## config.mk

```make
export PLATFORM = sky130hd
export DESIGN_NAME = srom_image_loader
export DESIGN_NICKNAME = d
export VERILOG_FILES = /design/src/rtl/srom_loader_pkg.sv /design/src/rtl/srom_phase_timer.sv /design/src/rtl/srom_serial_seq.sv /design/src/rtl/srom_image_store.sv /design/src/rtl/srom_image_loader.sv
export SDC_FILE = /design/constraint.sdc
export NUM_CORES = 2
export LEC_CHECK = 0
export ABC_AREA = 1
export CAP_MARGIN = 20
export CORE_AREA = 3 3 339 341
export DETAILED_ROUTE_END_ITERATION = 10
export DIE_AREA = 0 0 342 344
export PLACE_DENSITY_LB_ADDON = 0.1
export SYNTH_ARGS = -nofsm -noshare
export SYNTH_HDL_FRONTEND = slang
export SYNTH_HIERARCHICAL = 1
export SYNTH_SLANG_ARGS = --single-unit
export TNS_END_PERCENT = 100
```

## constraint.sdc

```tcl
create_clock -name clk -period 4.8 [get_ports clk]
set_input_delay 0.96 -clock clk [delete_from_list [all_inputs] [get_ports clk]]
set_output_delay 0.96 -clock clk [all_outputs]
set_load 0.02 [all_outputs]
```

## src/rtl/srom_loader_pkg.sv

```systemverilog
// Shared types for the serial ROM image loader.
// Assumes a read opcode of three bits sent before the word address.
package srom_loader_pkg;

    localparam int          OP_W    = 3;
    localparam logic [2:0]  READ_OP = 3'b110;

    typedef enum logic [2:0] {
        ST_INIT,
        ST_SEL,
        ST_SHIFT,
        ST_DESEL,
        ST_FIN
    } seq_state_t;

    typedef enum logic [1:0] {
        PH_LEAD,
        PH_HIGH,
        PH_TRAIL
    } bit_phase_t;

endpackage

```

## src/rtl/srom_phase_timer.sv

```systemverilog
// Phase timer: raises tick on the last cycle of every serial clock phase.
// Assumes run stays high for the whole time the sequencer is framing bits;
// a phase_len of zero selects DEF_PHASE.
module srom_phase_timer #(
    parameter int DIV_W     = 8,
    parameter int DEF_PHASE = 4
) (
    input  logic             clk,
    input  logic             rst_n,
    input  logic             run,
    input  logic [DIV_W-1:0] phase_len,
    output logic             tick
);

    logic [DIV_W-1:0] eff_len;
    logic [DIV_W-1:0] cnt;

    // Choose the active phase length.
    assign eff_len = (phase_len == '0) ? DIV_W'(DEF_PHASE) : phase_len;
    // Last cycle of the phase; >= guards against a shrinking length.
    assign tick    = run && (cnt >= eff_len - 1'b1);

    // Count cycles within the current phase.
    always_ff @(posedge clk) begin
        if (!rst_n || !run) begin
            cnt <= '0;
        end else if (tick) begin
            cnt <= '0;
        end else begin
            cnt <= cnt + 1'b1;
        end
    end

endmodule

```

## src/rtl/srom_serial_seq.sv

```systemverilog
// Serial sequencer: frames one read per word (select, opcode, address,
// sixteen data bits, deselect) for every word in order, and hands each
// finished word to the image store. Assumes WORDS is a power of two.
module srom_serial_seq
    import srom_loader_pkg::*;
#(
    parameter int WORDS  = 64,
    parameter int WORD_W = 16
) (
    input  logic                     clk,
    input  logic                     rst_n,
    input  logic                     tick,
    input  logic                     srom_miso,
    output logic                     run,
    output logic                     srom_cs,
    output logic                     srom_clk,
    output logic                     srom_mosi,
    output logic                     busy,
    output logic                     word_wr,
    output logic [$clog2(WORDS)-1:0] word_addr,
    output logic [WORD_W-1:0]        word_data,
    output logic                     fin
);

    localparam int ADDR_W     = $clog2(WORDS);
    localparam int CMD_W      = OP_W + ADDR_W;
    localparam int TOTAL_BITS = CMD_W + WORD_W;
    localparam int CNT_W      = $clog2(TOTAL_BITS + 1);
    localparam logic [CNT_W-1:0]  FIRST_DATA = CNT_W'(CMD_W);
    localparam logic [CNT_W-1:0]  LAST_BIT   = CNT_W'(TOTAL_BITS - 1);
    localparam logic [ADDR_W-1:0] LAST_WORD  = ADDR_W'(WORDS - 1);

    seq_state_t        state;
    bit_phase_t        phase;
    logic [ADDR_W-1:0] word_idx;
    logic [CNT_W-1:0]  bit_idx;
    logic [WORD_W-1:0] shreg;

    // Command bit b of the read frame for address a (zero past the command).
    function automatic logic cmd_bit(input logic [CNT_W-1:0] b,
                                     input logic [ADDR_W-1:0] a);
        logic [CMD_W-1:0] w;
        w = {READ_OP, a};
        if (int'(b) < CMD_W) return w[CMD_W - 1 - int'(b)];
        return 1'b0;
    endfunction

    // Phase timer runs whenever a frame is being timed.
    assign run = (state == ST_SEL) || (state == ST_SHIFT) || (state == ST_DESEL);

    // Walk the word frames and drive the serial lines.
    always_ff @(posedge clk) begin
        if (!rst_n) begin
            state     <= ST_INIT;
            phase     <= PH_LEAD;
            word_idx  <= '0;
            bit_idx   <= '0;
            shreg     <= '0;
            srom_cs   <= 1'b0;
            srom_clk  <= 1'b0;
            srom_mosi <= 1'b0;
            busy      <= 1'b0;
            word_wr   <= 1'b0;
            word_addr <= '0;
            word_data <= '0;
            fin       <= 1'b0;
        end else begin
            word_wr <= 1'b0;
            fin     <= 1'b0;
            case (state)
                ST_INIT: begin
                    state   <= ST_SEL;
                    srom_cs <= 1'b1;
                    busy    <= 1'b1;
                end
                ST_SEL: if (tick) begin
                    state     <= ST_SHIFT;
                    phase     <= PH_LEAD;
                    bit_idx   <= '0;
                    srom_mosi <= cmd_bit('0, word_idx);
                end
                ST_SHIFT: if (tick) begin
                    case (phase)
                        PH_LEAD: begin
                            phase    <= PH_HIGH;
                            srom_clk <= 1'b1;
                        end
                        PH_HIGH: begin
                            phase    <= PH_TRAIL;
                            srom_clk <= 1'b0;
                            if (bit_idx >= FIRST_DATA)
                                shreg <= {shreg[WORD_W-2:0], srom_miso};
                        end
                        default: begin
                            if (bit_idx == LAST_BIT) begin
                                state     <= ST_DESEL;
                                srom_cs   <= 1'b0;
                                srom_mosi <= 1'b0;
                                word_wr   <= 1'b1;
                                word_addr <= word_idx;
                                word_data <= shreg;
                            end else begin
                                phase     <= PH_LEAD;
                                bit_idx   <= bit_idx + 1'b1;
                                srom_mosi <= cmd_bit(bit_idx + 1'b1, word_idx);
                            end
                        end
                    endcase
                end
                ST_DESEL: if (tick) begin
                    if (word_idx == LAST_WORD) begin
                        state <= ST_FIN;
                        busy  <= 1'b0;
                        fin   <= 1'b1;
                    end else begin
                        state    <= ST_SEL;
                        word_idx <= word_idx + 1'b1;
                        srom_cs  <= 1'b1;
                    end
                end
                default: ;
            endcase
        end
    end

endmodule

```

## src/rtl/srom_image_store.sv

```systemverilog
// Image store: keeps the byte image little-endian, serves the read port,
// and on the final-word strobe decides absence and latches the station
// address. Assumes fin arrives after the last word has been written.
module srom_image_store #(
    parameter int WORDS     = 64,
    parameter int WORD_W    = 16,
    parameter int MAC_OFS   = 20,
    parameter int MAC_BYTES = 6
) (
    input  logic                           clk,
    input  logic                           rst_n,
    input  logic                           word_wr,
    input  logic [$clog2(WORDS)-1:0]       word_addr,
    input  logic [WORD_W-1:0]              word_data,
    input  logic                           fin,
    input  logic [$clog2(WORDS*2)-1:0]     rd_addr,
    output logic [7:0]                     rd_data,
    output logic                           done,
    output logic                           absent,
    output logic [8*MAC_BYTES-1:0]         station_addr
);

    localparam int BYTES = WORDS * 2;

    logic [7:0]             img [BYTES];
    logic [8*MAC_BYTES-1:0] mac_cat;
    logic                   blank;

    // Gather the station address bytes, first byte most significant.
    for (genvar g = 0; g < MAC_BYTES; g++) begin : g_mac
        assign mac_cat[8*(MAC_BYTES-1-g) +: 8] = img[MAC_OFS + g];
    end

    // Blank ROM: first two bytes both all-ones or both all-zeros.
    assign blank   = ((img[0] == 8'hFF) && (img[1] == 8'hFF)) ||
                     ((img[0] == 8'h00) && (img[1] == 8'h00));
    // Combinational read port.
    assign rd_data = img[rd_addr];

    // Store words and latch the results at the end of the load.
    always_ff @(posedge clk) begin
        if (!rst_n) begin
            for (int i = 0; i < BYTES; i++) img[i] <= 8'h00;
            done         <= 1'b0;
            absent       <= 1'b0;
            station_addr <= '0;
        end else begin
            done <= fin;
            if (word_wr) begin
                img[{word_addr, 1'b0}] <= word_data[7:0];
                img[{word_addr, 1'b1}] <= word_data[15:8];
            end
            if (fin) begin
                absent       <= blank;
                station_addr <= blank ? '0 : mac_cat;
            end
        end
    end

endmodule

```

## src/rtl/srom_image_loader.sv

```systemverilog
// Top: loads the serial configuration ROM into an on-chip image after
// reset and reports absence and the station address. Assumes the ROM
// answers each read with sixteen bits while select stays high.
module srom_image_loader #(
    parameter  int WORDS     = 64,
    parameter  int DIV_W     = 8,
    parameter  int DEF_PHASE = 4,
    parameter  int MAC_OFS   = 20,
    localparam int MAC_BYTES = 6,
    localparam int BA_W      = $clog2(WORDS * 2)
) (
    input  logic                   clk,
    input  logic                   rst_n,
    input  logic [DIV_W-1:0]       phase_len,
    input  logic                   srom_miso,
    output logic                   srom_cs,
    output logic                   srom_clk,
    output logic                   srom_mosi,
    output logic                   busy,
    output logic                   done,
    output logic                   absent,
    output logic [8*MAC_BYTES-1:0] station_addr,
    input  logic [BA_W-1:0]        rd_addr,
    output logic [7:0]             rd_data
);

    localparam int WORD_W = 16;
    localparam int ADDR_W = $clog2(WORDS);

    logic              run;
    logic              tick;
    logic              seq_busy;
    logic              word_wr;
    logic [ADDR_W-1:0] word_addr;
    logic [WORD_W-1:0] word_data;
    logic              fin;

    // Busy covers the final strobe so done follows busy directly.
    assign busy = seq_busy | fin;

    srom_phase_timer #(.DIV_W(DIV_W), .DEF_PHASE(DEF_PHASE)) u_timer (
        .clk(clk), .rst_n(rst_n), .run(run), .phase_len(phase_len), .tick(tick)
    );

    srom_serial_seq #(.WORDS(WORDS), .WORD_W(WORD_W)) u_seq (
        .clk(clk), .rst_n(rst_n), .tick(tick), .srom_miso(srom_miso),
        .run(run), .srom_cs(srom_cs), .srom_clk(srom_clk),
        .srom_mosi(srom_mosi), .busy(seq_busy), .word_wr(word_wr),
        .word_addr(word_addr), .word_data(word_data), .fin(fin)
    );

    srom_image_store #(.WORDS(WORDS), .WORD_W(WORD_W), .MAC_OFS(MAC_OFS),
                       .MAC_BYTES(MAC_BYTES)) u_store (
        .clk(clk), .rst_n(rst_n), .word_wr(word_wr), .word_addr(word_addr),
        .word_data(word_data), .fin(fin), .rd_addr(rd_addr),
        .rd_data(rd_data), .done(done), .absent(absent),
        .station_addr(station_addr)
    );

endmodule

```

; ---- Word-level counts from Yosys, hierarchy flattened
; Memories as Yosys holds them, arrays and structs flattened.
; Index checks and enable logic that the tools add are counted.
[totals]
word_cells = 146
latchBits = 0
out_inout_bits = 62
n_memories = 1
inputBits = 18
register_bits = 118
romBits = 0
ramBits = 1024
[classes]
muxes = 61
eq_ne = 17
multipliers = 0
order_cmp = 4
addsub = 5
shifts = 0
n_div = 0
bitwise = 6
n_reduce_logical = 35
[memory_table]
columns = memory, words, word_bits, rd, rd_clocked_by_memory_dff, write_ports, line
row1 = u_store.img, 128, 8, 9, 0, 128, srom_image_store.sv:25  ; logic [7:0] img [BYTES];
[op_table]
columns = operator, n
row1 = 48-bit 2-to-1 mux, 1
row2 = 1-bit 2-to-1 mux, 33
row3 = "32-bit by 6-bit less-than comparator with 1-bit output, second input constant", 1
row4 = 8-bit zero test, 3
row5 = 8-bit 2-to-1 mux, 3
row6 = 5-bit 2-to-1 mux, 4
row7 = 3-bit 2-to-1 mux, 6
row8 = "8-bit equality test, second input constant", 2
row9 = "2-bit inequality test, second input constant", 8
row10 = 4-bit AND reduction, 4
row11 = 8-bit OR reduction, 2
row12 = 7-bit 2-to-1 mux, 2
row13 = 3-bit case mux with 4 select lines, 1
row14 = 3-bit AND reduction, 4
row15 = 6-bit AND reduction, 2
row16 = 5-bit case mux with 2 select lines, 1
row17 = "8-bit by 1-bit adder with 8-bit output, second input constant", 1
row18 = 8-bit >= comparator, 1
row19 = 2-bit case mux with 2 select lines, 2
row20 = "8-bit by 1-bit subtractor with 8-bit output, second input constant", 1
row21 = "6-bit by 1-bit adder with 6-bit output, second input constant", 1
row22 = "3-bit by 2-bit equality test with 1-bit output, second input constant", 2
row23 = "6-bit equality test, second input constant", 1
row24 = 2-bit 2-to-1 mux, 3
row25 = other kinds (24), 39

; ---- Longest topological paths before layout
[logic_depth]
word_depth = 13
mapped_depth = 24
depth_no_buf = 23

; ---- By module
; Netlist, hierarchy kept.
[by_module_without_submodules]
columns = mod, n_inst, cells_each, area_each_um2, seq_area_each_um2
row1 = srom_image_store, 1, 4991, 48169.9, 31750.5
row2 = srom_serial_seq, 1, 352, 2641.3, 1201.2
row3 = srom_phase_timer, 1, 102, 763.2, 160.2
row4 = srom_image_loader, 1, 3, 11.3, 0.0

; ---- Worst setup path before layout
; No wires, ideal clock.
[synth_path]
path_type = input to register
startpoint = in phase_len[0]
endpoint = reg u_seq.shreg[11]
t_required_ns = 4.684
path_buffers = 1
setup_ns = 0.116
cell_stages = 20
t_arrival_ns = 3.679
path_slack_ns = 1.005
path_cell_list = inv_1 > ha_1 > nand2_1 > o21ai_2 > nor2_4 > nand3_1 > nand2_1 > ha_1 > nand2_1 > nor2_1 > nor3_4 > a21boi_0 > inv_2 > nor2_4 > inv_2 > nor2_8 > nand2_4 > buf_6 > o21ai_0 > nor2_1
[synth_via]
elab_chain_len = 6
[synth_rtl]
columns = element, line
row1 = "start, declared", srom_image_loader.sv:14  ; input logic [DIV_W-1:0] phase_len,
row2 = 8-bit zero test, srom_phase_timer.sv:19  ; assign eff_len = (phase_len == '0) ? DIV_W'(DEF_PHASE) : phase_len;
row3 = 8-bit 2-to-1 mux *, srom_phase_timer.sv:19
row4 = 8-bit by 1-bit subtractor with 8-bit output *, srom_phase_timer.sv:21  ; assign tick = run && (cnt >= eff_len - 1'b1);
row5 = 8-bit >= comparator *, srom_phase_timer.sv:21
row6 = 1-bit logical AND *, srom_phase_timer.sv:21
row7 = named net tick, srom_image_loader.sv:31  ; logic tick;
row8 = 4-bit AND reduction (no source line) *, n/a
row9 = "end signal, assigned", srom_serial_seq.sv:92  ; shreg <= {shreg[WORD_W-2:0], srom_miso};
row10 = "end, declared", srom_serial_seq.sv:37  ; logic [WORD_W-1:0] shreg;
; Mark *: on every way through the listed nets, which the timed path passes. The rest lies on a longest branch.
; A chain may end at the register's enable or synchronous reset.

; ---- Final worst setup path
[layout_path]
startpoint = in rd_addr[0]
endpoint = out rd_data[6]
[layout_via]
elab_chain_len = 1
[layout_rtl]
columns = element, line
row1 = "start, declared", srom_image_loader.sv:23  ; input logic [BA_W-1:0] rd_addr,
row2 = memory read 128 x 8 bit, n/a
row3 = "end, declared", srom_image_loader.sv:24  ; output logic [7:0] rd_data
; Every way passes these cells.

==> metrics.txt <==
Unique masters post-synth 42; cells after synthesis 5,448; Initial Util 0.4598; Pwr per Cell Area 382.3 mW/mm^2; port bufs slightly below 80; Setup Skew between 0.02 and 0.03 ns; MaxCap Viol Count 0; Yosys warning total 6; DRC violations left 0; type of the worst setup path input pin to primary output; via count around 39k; CTS clk-pin slew, worst paths 0.05 ns; Final Hold Fails 0; hpwl dp 89,710 um; DR iter-0 viols ~4.3k; cells on worst reg2reg path 4; die width 342 um; CTS tree yes; post-cts hold buffer count 0; CTS H-tree depth 3; Crit. End Element primary output; clk buf depth 3; Final Cycle Share 0.9668; largest net degree at the start of global routing roughly 120; Post CTS Setup Buffer Count 0; Rel. slew slack 0.2659; clk_lat worst skew 0.72 ns; grt total ovfl 0; final setup fails 0; root buf cell clkbuf_16; WL final around 160,000 um; Diodes inserted 0; most frequent cells in the layout nand2_1 (1,432), nor2_1 (1,074), edfxtp_1 (1,024); CTS sink count about 1.1k; area delta synth->final 12.74%; status finished clean; Syn Area/Cell 9.469 sq um; core area 0.1122 sq mm; Slew Viols, Final 0; gp weighted congestion about 0.85; worst vdd ir 0.0003272 V; flops & latches, synth between 1k and 1.5k; DR vias/cell roughly 5.6; hold_ws 0.4615 ns; worst hold path class flop to flop; most common cell after layout, fill and taps aside nand2_1; f_max approximately 220 MHz; critical path peak fanout 40; Worst Tran Pin Value 1.093 ns; Worst Path Required about 3.8 ns; Hold Crit Depth 2; Syn Std Cell Area slightly above 0.05 sq mm; IO Pins 80; full die area about 0.12 sq mm; number of antenna violations at the first check in global routing 1; Overall Global Routing Usage 0.2615; unrepaired setup endpoints after global routing no; Pleak roughly 20 nW; vias in the first global route 37.05k; fillers around 10k; Detail Route Antenna Nets 0; Final #Nets 5,415; cts bufs inserted 121; ratio of cells with drive above 1 in the final layout 0.08646; Min Clock Period, post-route 4.641 ns; net count after synthesis roughly 5.5k; post_cts resized 0; Critical Path AT 3.68 ns; sequential share of the synthesized area 0.6419; Pre-Repair DR Iteration Count 6; chip height 344 um; WL per Instance 22.27 um; setup_tns 0 ns; row cnt approximately 120; first-pass GRT wire length around 230,000 um; type of origin of the critical path input pin
cells by family (layout without fill, tap and decap cells):
kind of cell	Yosys count	count (layout)	synth area share
compound gates	135	135	0.01327
flops	1142	1142	0.6419
simple gates	3633	3633	0.2997
xor+xnor	8	8	0.001358
fa+ha+maj	15	15	0.003638
buf+inv	515	549	0.04019
flip-flops by register name (all words and copies together) (netlist names), 3 cells and up:
name,cells
u_seq/bit_idx,5
u_seq/shreg,16
u_timer/cnt,8
u_seq/word_addr,6
u_seq/state,3
u_seq/word_data,16
u_store/img,1024
u_seq/word_idx,6
u_store/station_addr,48
critical path: stages:
cell	delay, ns
buf_8	0.11
inv_8	0.21
buf_12	0.25
buf_4	0.20
nand2_1	0.06
nand3_1	0.09
nand3_1	0.08
nand3_1	0.09
nand2_1	0.08
nand2_1	0.10
nand3_1	0.27
nand2_1	0.21
nand2_1	0.08
nand2_1	0.18
clkdlybuf4s50_1	0.64
final cells by class:
| cell class | instances | area (sq um) | area share |
|---|---|---|---|
| clock buffers | 154 | 3306 | 0.05684 |
| clock inverters | 69 | 581.8 | 0.01000 |
| inverters | 83 | 377.9 | 0.006497 |
| multi-input cells | 3791 | 16410 | 0.2822 |
| flip-flops and latches | 1142 | 33110 | 0.5694 |
| well taps | 1500 | 1877 | 0.03227 |
| repair buffers | 243 | 2489 | 0.04279 |
power breakdown:
part / switching, W / internal [W]
Sequential: 0.000145 / 0.0113
Clock: 0.00390 / 0.00531
Combinational: 0.00113 / 0.000489
Total: 0.00518 / 0.0171
final timing paths:
path	to	from	slack [ns]
worst max-delay path	rd_data[6]	rd_addr[0]	0.16
worst min-delay path	u_seq/busy	u_seq/busy	0.46
worst max register to register	u_store/img[91][2]	u_seq/word_addr[2]	1.31
worst min register to register	u_seq/busy	u_seq/busy	0.46
Yosys cell counts:
| cell | count | area [sq um] |
|---|---|---|
| nor4_1 | 8 | 50.05 |
| clkinv_2 | 1 | 5.000 |
| nand2_2 | 2 | 12.51 |
| inv_6 | 1 | 8.760 |
| nor4_4 | 1 | 21.27 |
| nand3b_1 | 3 | 22.52 |
| clkinv_1 | 1 | 3.750 |
| o21ai_0 | 43 | 215.2 |
| inv_1 | 52 | 195.2 |
| edfxtp_1 | 1024 | 30750 |
| nor4_2 | 3 | 37.54 |
| nor2_4 | 5 | 56.30 |
| ha_1 | 15 | 187.7 |
| a21boi_0 | 1 | 7.510 |
| nand3b_4 | 1 | 20.02 |
| buf_4 | 2 | 15.01 |
| buf_6 | 10 | 112.6 |
| inv_2 | 27 | 101.4 |
| nand2_1 | 1432 | 5375 |
| inv_4 | 1 | 6.260 |
| xor2_1 | 5 | 43.79 |
| dfxtp_1 | 118 | 2362 |
| o211ai_1 | 1 | 7.510 |
| xnor2_1 | 3 | 26.28 |
| nand2_4 | 8 | 90.09 |
| nor2_2 | 68 | 425.4 |
| o21ai_1 | 15 | 75.07 |
| nor3_1 | 8 | 40.04 |
| clkbuf_1 | 335 | 1257 |
| buf_1 | 54 | 202.7 |
| nand4_1 | 60 | 375.4 |
| nand3_1 | 949 | 4750 |
| nor2_8 | 2 | 40.04 |
| nand3_2 | 4 | 40.04 |
| o21ai_2 | 1 | 8.760 |
| buf_2 | 30 | 150.1 |
| nand3_4 | 2 | 35.03 |
| nor2_1 | 1074 | 4031 |
| nor3_4 | 1 | 16.27 |
| nor3_2 | 2 | 20.02 |
| a21oi_1 | 74 | 370.4 |
| buf_8 | 1 | 15.01 |
metrics by stage:
stage          cells    util  area (sq um)  setup slack, ns  power [W]
3_5_place_dp    6759  0.4837         54270           0.2430    0.01323
2_1_floorplan   5448       -         51590            1.005    0.01259
6_report        6982  0.5184         58160           0.1592    0.02224
5_1_grt         6982  0.5184         58160          0.04134    0.02298
4_1_cts         6982  0.5184         58160           0.2371    0.02238
3_3_place_gp    6759  0.4837         54270           0.2588    0.01321
metal layers:
metal | GRT usage | vias up | wire length [um]
met2 | 0.4260 | 1286 | 73500
met1 | 0.3678 | 19080 | 67320
met5 | 0 | - | 7
li1 | - | 18220 | -
met4 | 0.07619 | 2 | 4011
met3 | 0.03536 | 236 | 10680
Note: power is estimated with default switching activity, not from simulation.
